[src/rtl/iq_pp_pkg.sv]
package iq_pp_pkg;

    typedef enum logic [1:0] {
        ST_IDLE    = 2'd0,
        ST_SEND_I  = 2'd1,
        ST_SEND_Q  = 2'd2,
        ST_SEND_PK = 2'd3
    } pp_state_t;

endpackage

[src/rtl/iq_pp_hold.sv]
// One-deep holding register for a single channel.
// A load wins over a drain on the same edge, so the new sample survives.
module iq_pp_hold #(
    parameter int W = 16
) (
    input  logic         clk,
    input  logic         rst_n,
    input  logic         en,
    input  logic         in_vld,
    input  logic [W-1:0] in_i,
    input  logic [W-1:0] in_q,
    input  logic         drain,
    output logic         pend,
    output logic [W-1:0] out_i,
    output logic [W-1:0] out_q
);

    always_ff @(posedge clk or negedge rst_n) begin
        if (!rst_n) begin
            pend  <= 1'b0;
            out_i <= '0;
            out_q <= '0;
        end else if (in_vld && en) begin
            pend  <= 1'b1;
            out_i <= in_i;
            out_q <= in_q;
        end else if (!en || drain) begin
            pend  <= 1'b0;
        end
    end

endmodule

[src/rtl/iq_pp_arb.sv]
// Fixed-priority selector: the lowest index wins.
module iq_pp_arb #(
    parameter int  NCH = 4,
    localparam int CHW = (NCH > 1) ? $clog2(NCH) : 1
) (
    input  logic [NCH-1:0] req,
    output logic           any,
    output logic [CHW-1:0] idx,
    output logic [NCH-1:0] grant
);

    always_comb begin
        any   = 1'b0;
        idx   = '0;
        grant = '0;
        for (int k = NCH - 1; k >= 0; k--) begin
            if (req[k]) begin
                any   = 1'b1;
                idx   = CHW'(k);
                grant = NCH'(1) << k;
            end
        end
    end

endmodule

[src/rtl/iq_pp_fsm.sv]
// Port sequencer: captures a winner at take points and presents its words.
module iq_pp_fsm
    import iq_pp_pkg::*;
#(
    parameter int W   = 16,
    parameter int CHW = 2,
    localparam int HW = W / 2
) (
    input  logic           clk,
    input  logic           rst_n,
    input  logic           fmt_packed,
    input  logic           ack,
    input  logic           any,
    input  logic [CHW-1:0] win_idx,
    input  logic [W-1:0]   win_i,
    input  logic [W-1:0]   win_q,
    output logic           cap,
    output pp_state_t      st,
    output logic           req,
    output logic [W-1:0]   data,
    output logic [CHW-1:0] chan,
    output logic           iq
);

    pp_state_t      st_d;
    logic [W-1:0]   sh_i;
    logic [W-1:0]   sh_q;
    logic [CHW-1:0] sh_ch;
    logic           xfer;
    logic           take;
    pp_state_t      first_st;

    assign xfer     = (st != ST_IDLE) && ack;
    assign take     = (st == ST_IDLE) || (xfer && (st == ST_SEND_Q || st == ST_SEND_PK));
    assign cap      = take && any;
    assign first_st = fmt_packed ? ST_SEND_PK : ST_SEND_I;

    always_comb begin
        st_d = st;
        unique case (st)
            ST_IDLE:    if (any) st_d = first_st;
            ST_SEND_I:  if (ack) st_d = ST_SEND_Q;
            ST_SEND_Q:  if (ack) st_d = any ? first_st : ST_IDLE;
            ST_SEND_PK: if (ack) st_d = any ? first_st : ST_IDLE;
            default:    st_d = ST_IDLE;
        endcase
    end

    always_ff @(posedge clk or negedge rst_n) begin
        if (!rst_n) begin
            st <= ST_IDLE;
        end else begin
            st <= st_d;
        end
    end

    always_ff @(posedge clk or negedge rst_n) begin
        if (!rst_n) begin
            sh_i  <= '0;
            sh_q  <= '0;
            sh_ch <= '0;
        end else if (cap) begin
            sh_i  <= win_i;
            sh_q  <= win_q;
            sh_ch <= win_idx;
        end
    end

    always_comb begin
        req  = 1'b1;
        data = '0;
        chan = sh_ch;
        iq   = 1'b0;
        unique case (st)
            ST_IDLE: begin
                req  = 1'b0;
                chan = '0;
            end
            ST_SEND_I: begin
                data = sh_i;
                iq   = 1'b1;
            end
            ST_SEND_Q: begin
                data = sh_q;
            end
            ST_SEND_PK: begin
                data = {sh_i[W-1:HW], sh_q[W-1:HW]};
                iq   = 1'b1;
            end
            default: req = 1'b0;
        endcase
    end

endmodule

[src/rtl/iq_pp_port.sv]
// Multi-channel I/Q parallel output port (top).
module iq_pp_port
    import iq_pp_pkg::*;
#(
    parameter int  NCH = 4,
    parameter int  W   = 16,
    localparam int CHW = (NCH > 1) ? $clog2(NCH) : 1
) (
    input  logic             clk,
    input  logic             rst_n,
    input  logic             port_en,
    input  logic [NCH-1:0]   chan_sel,
    input  logic             fmt_packed,
    input  logic [NCH-1:0]   smp_vld,
    input  logic [NCH*W-1:0] smp_i,
    input  logic [NCH*W-1:0] smp_q,
    input  logic             pp_ack,
    output logic             pp_req,
    output logic [W-1:0]     pp_data,
    output logic [CHW-1:0]   pp_chan,
    output logic             pp_iq
);

    logic [NCH-1:0] en;
    logic [NCH-1:0] pend;
    logic [NCH-1:0] elig;
    logic [NCH-1:0] grant;
    logic [NCH-1:0] drain;
    logic [W-1:0]   hold_i [NCH];
    logic [W-1:0]   hold_q [NCH];
    logic           any;
    logic [CHW-1:0] win_idx;
    logic           cap;
    pp_state_t      st;

    assign en    = {NCH{port_en}} & chan_sel;
    assign elig  = pend & en;
    assign drain = cap ? grant : '0;

    for (genvar c = 0; c < NCH; c++) begin : g_hold
        iq_pp_hold #(.W(W)) u_hold (
            .clk    (clk),
            .rst_n  (rst_n),
            .en     (en[c]),
            .in_vld (smp_vld[c]),
            .in_i   (smp_i[c*W +: W]),
            .in_q   (smp_q[c*W +: W]),
            .drain  (drain[c]),
            .pend   (pend[c]),
            .out_i  (hold_i[c]),
            .out_q  (hold_q[c])
        );
    end

    iq_pp_arb #(.NCH(NCH)) u_arb (
        .req   (elig),
        .any   (any),
        .idx   (win_idx),
        .grant (grant)
    );

    iq_pp_fsm #(.W(W), .CHW(CHW)) u_fsm (
        .clk        (clk),
        .rst_n      (rst_n),
        .fmt_packed (fmt_packed),
        .ack        (pp_ack),
        .any        (any),
        .win_idx    (win_idx),
        .win_i      (hold_i[win_idx]),
        .win_q      (hold_q[win_idx]),
        .cap        (cap),
        .st         (st),
        .req        (pp_req),
        .data       (pp_data),
        .chan       (pp_chan),
        .iq         (pp_iq)
    );

endmodule

[config.mk]
export PLATFORM = sky130hd
export DESIGN_NAME = iq_pp_port
export DESIGN_NICKNAME = d
export VERILOG_FILES = /design/src/rtl/iq_pp_pkg.sv /design/src/rtl/iq_pp_hold.sv /design/src/rtl/iq_pp_arb.sv /design/src/rtl/iq_pp_fsm.sv /design/src/rtl/iq_pp_port.sv
export SDC_FILE = /design/constraint.sdc
export NUM_CORES = 1
export LEC_CHECK = 0
export BUFFER_PORTS_ARGS = -buffer_cell sky130_fd_sc_hd__buf_2
export CORE_MARGIN = 2
export CORE_UTILIZATION = 35
export CTS_CLUSTER_SIZE = 12
export DETAILED_ROUTE_END_ITERATION = 8
export PLACE_DENSITY_LB_ADDON = 0.15
export SYNTH_ARGS = -nofsm -noshare
export SYNTH_HDL_FRONTEND = slang
export SYNTH_SLANG_ARGS = --single-unit
[constraint.sdc]
create_clock -name clk -period 1.5 [get_ports clk]
set_input_delay 0.225 -clock clk [delete_from_list [all_inputs] [get_ports clk]]
set_output_delay 0.225 -clock clk [all_outputs]
set_load 0.02 [all_outputs]
==> flow_summary.yaml <==
detailed_routing:
  ant_nets: 0
  wirelength_um: 20650
  num_vias: 5078
  wl_met2_um: 10590
  met3_length_um: 848
  firstDrtPassIters: 7
  dr.max_layer_used: "met4"
  post_drt_wl_per_cell_um: 21.01
  drt-initial-drc-count: 368
  route.detailed.drc: 0
  m1WireLength_um: 8866
  drt-vias-per-instance: 5.166
layout:
  final_cells: 983
  syn_to_final_growth_pct: 35.91
  post-route-util: 0.4839
  n_fill_cell: 1814
  drive_gt1_frac: 0.5337
  stdcell_area_mm2: 0.009759
  nNetsFinal: 841
setup_path:
  crit_type: "reg2out"
  cp_max_fo: 5
  crit_required_ns: 1.27
  timing.rr.start: "u_fsm.st[0]$_DFFE_PN0P_"
  reg2reg_slack_ns: -0.21
  crit_path_end: "pp_data[6]"
  r2r_cells: 7
  startpoint_type: "register"
  end_kind: "primary output"
  rr_endpoint: "u_fsm.sh_i[4]$_DFFE_PN0P_"
  arrival_ns: 1.71
  crit_start: "u_fsm.st[0]$_DFFE_PN0P_"
global_route:
  antenna_found_initial: 1
  grt_use_total: 0.1976
  grt_pass1_vias: 5544
  grt_overflow: 0
  grt_max_degree: 61
  grt_pass1_wl_um: 31750
timing:
  finalWorstSetupSlack_ns: -0.4389
  finClkSkew_ns: 0.004753
  fmax_mhz: 515.8
  finalCritPeriodShare: 1.293
  finalHoldViolations: 0
  period_minus_slack_ns: 1.939
  relSlewSlack: 0.7490
  rsz0062_at_grt: "true"
  final_max_slew_viol_count: 0
  worst_slew_pin_slew_ns: 0.3884
  setup_violations: 53
die:
  die_w_um: 147.2
  die_h_um: 147.2
  row_count: 52
  core_area_mm2: 0.02017
  io_pins: 161
  start_util: 0.3560
  die_area_mm2: 0.02168
synthesis:
  yosysWarnings: 0
  yosys.area_share.simple: 0.02004
  synth_fa_ha_area_frac: 0
  synth_top_area_share: 0.5855
  synth_area_leaders: "dfrtp_1, mux2_2, a222oi_1, mux2i_1, mux2_1"
  syn_area_per_cell_um2: 14.51
  ys_ff_latch: 168
  synth_edf_count: 0
  ys_async_sr_fraction: 1.000
  synth_compound_area_frac: 0.1101
  post-synth-top-count-cell: "dfrtp_1"
  synth_top_family_by_area: "multiplexers"
  synth-main-ff-cell: "dfrtp_1"
  synth_area_mm2: 0.007181
  yosys-top-cells-count: "dfrtp_1, mux2_2, a222oi_1, mux2i_1, o21ai_1"
  ys_types: 34
  yosys.area_share.xor_xnor: 0
  syn_nets: 636
  synthCells: 495
  synth_top_area_cell: "dfrtp_1"
  synth.mux.area_fraction: 0.2579
  ys_seq_area_frac: 0.5855
power:
  cellPowerDensity_mw_per_mm2: 1575
  total_leakage_power_nw: 4.654
  ir_worst_vdd_uv: 805.0
  power_mw: 15.37
clocking:
  clk_latency_ns: 0.43
  cts_tree: "yes"
  path_clk_slew_ns: 0.06
  clockRootBuffer: "clkbuf_16"
  cts_buffer_depth: 2
  cts-htree-levels: 4
  clkSinkCount: 168
  cts_buffers: 17
placement:
  dpl-instance-area_mm2: 0.008602
  place_inst: 926
  io_buffers: 160
  gp_congestion: 0.7546
  hpwl_um: 13980
run:
  drv_cap: 0
hold_path:
  hold_class: "in2reg"
  hp-start: "smp_q[53]"
status:
  outcome: "finished, violations left"
  failed_checks: "setup timing"
[cell usage in the layout, fill, tap and decap left out, drive strengths merged]
| cell | Yosys | final |
|---|---|---|
| a221oi | 1 | 1 |
| o21a | 1 | 1 |
| a21o | 2 | 2 |
| nand3 | 7 | 7 |
| mux2i | 32 | 32 |
| nand2 | 7 | 7 |
| o211ai | 1 | 1 |
| a31oi | 3 | 3 |
| dlygate4sd3 | 0 | 6 |
| nor2 | 4 | 4 |
| a222oi | 32 | 32 |
| and3 | 2 | 2 |
| clkbuf | 3 | 20 |
| nor2b | 1 | 1 |
| o221ai | 1 | 1 |
| a21bo | 1 | 1 |
| o21ai | 35 | 35 |
| dfrtp | 168 | 168 |
| a22oi | 1 | 1 |
| o2111ai | 1 | 1 |
| clkinvlp | 0 | 3 |
| mux2 | 136 | 136 |
| and2 | 3 | 3 |
| buf | 30 | 212 |
| bufinv | 0 | 4 |
| inv | 2 | 3 |
| diode | 0 | 1 |
| a21oi | 2 | 3 |
| a22o | 18 | 18 |
| clkinv | 0 | 3 |
| a21boi | 1 | 1 |
[how the worst min path moves through the flow]
| stage | to | slack, ns | cells past startpoint |
|---|---|---|---|
| floorplan | g_hold[0].u_hold.out_i[0]$_DFFE_PN0P_ | -0.07 | 0 |
| global placement | g_hold[3].u_hold.out_i[0]$_DFFE_PN0P_ | 0.11 | 1 |
| detailed placement | g_hold[2].u_hold.out_i[0]$_DFFE_PN0P_ | 0.11 | 1 |
| CTS | g_hold[3].u_hold.out_i[12]$_DFFE_PN0P_ | 0.003 | 2 |
| global route | g_hold[3].u_hold.out_i[12]$_DFFE_PN0P_ | 0.004 | 2 |
| finish | g_hold[3].u_hold.out_q[5]$_DFFE_PN0P_ | 0.02 | 2 |
[power breakdown]
group,switching (mW),internal (mW)
sequential,0.757,5.66
clock,1.80,2.87
combinational,1.94,2.33
[area by class of cell]
cell class                 instances  area (um^2)  area share
tap                              270        337.8     0.03462
clock buffer                      20        456.7     0.04679
timing repair buffer             218         1677      0.1718
antenna                            1        2.502   0.0002564
inverter                           2        10.01    0.001026
multi-input combinational        293         2900      0.2972
clock inverter                    11        170.2     0.01744
sequential                       168         4205      0.4309
[through the flow]
step	setup WS, ns	hold WS, ns	TNS, ns
floorplan	0.003966	-0.07059	0
global placement	-0.3547	0.1084	-14.94
detailed placement	-0.4256	0.1132	-17.00
CTS	-0.4474	0.003228	-15.52
global route	-0.4765	0.003671	-17.50
finish	-0.4389	0.01722	-13.12
[cells by family (layout without fill, tap and decap cells)]
family / after synthesis / after routing
DFF: 168 / 168
muxes: 168 / 168
AOI/OAI and AO/OA: 100 / 101
other: 0 / 1
and+or+nand+nor: 24 / 24
buffers and inverters: 35 / 251
[flip-flops by register name, summed over array words and instances, names as in the netlist]
name                 flops
g_hold.u_hold.out_i     64
g_hold.u_hold.pend       4
u_fsm.st                 2
u_fsm.sh_q              16
u_fsm.sh_i              16
g_hold.u_hold.out_q     64
u_fsm.sh_ch              2
[critical path, cell delays in order (launching register included)]
cell     delay [ns]
dfrtp_2        0.44
buf_6          0.15
mux2_4         0.32
a22o_1         0.21
buf_2          0.16
[layer usage]
metal,up-vias,global-route usage
met5,-,0
met4,0,0.06058
met3,25,0.03975
met2,140,0.3411
met1,2608,0.2512
li1,2305,-
[what timing repair did]
action                                  in CTS  in global routing
endpoints found under the hold margin       92                  0
setup buffers                               14                  2
endpoints found under the setup margin      52                 55
hold buffers                                 6                  0
pin swaps                                   15                  9
cloned                                       5                  0
gates resized for setup                     57                 10
(Power assumes the default switching activity.)
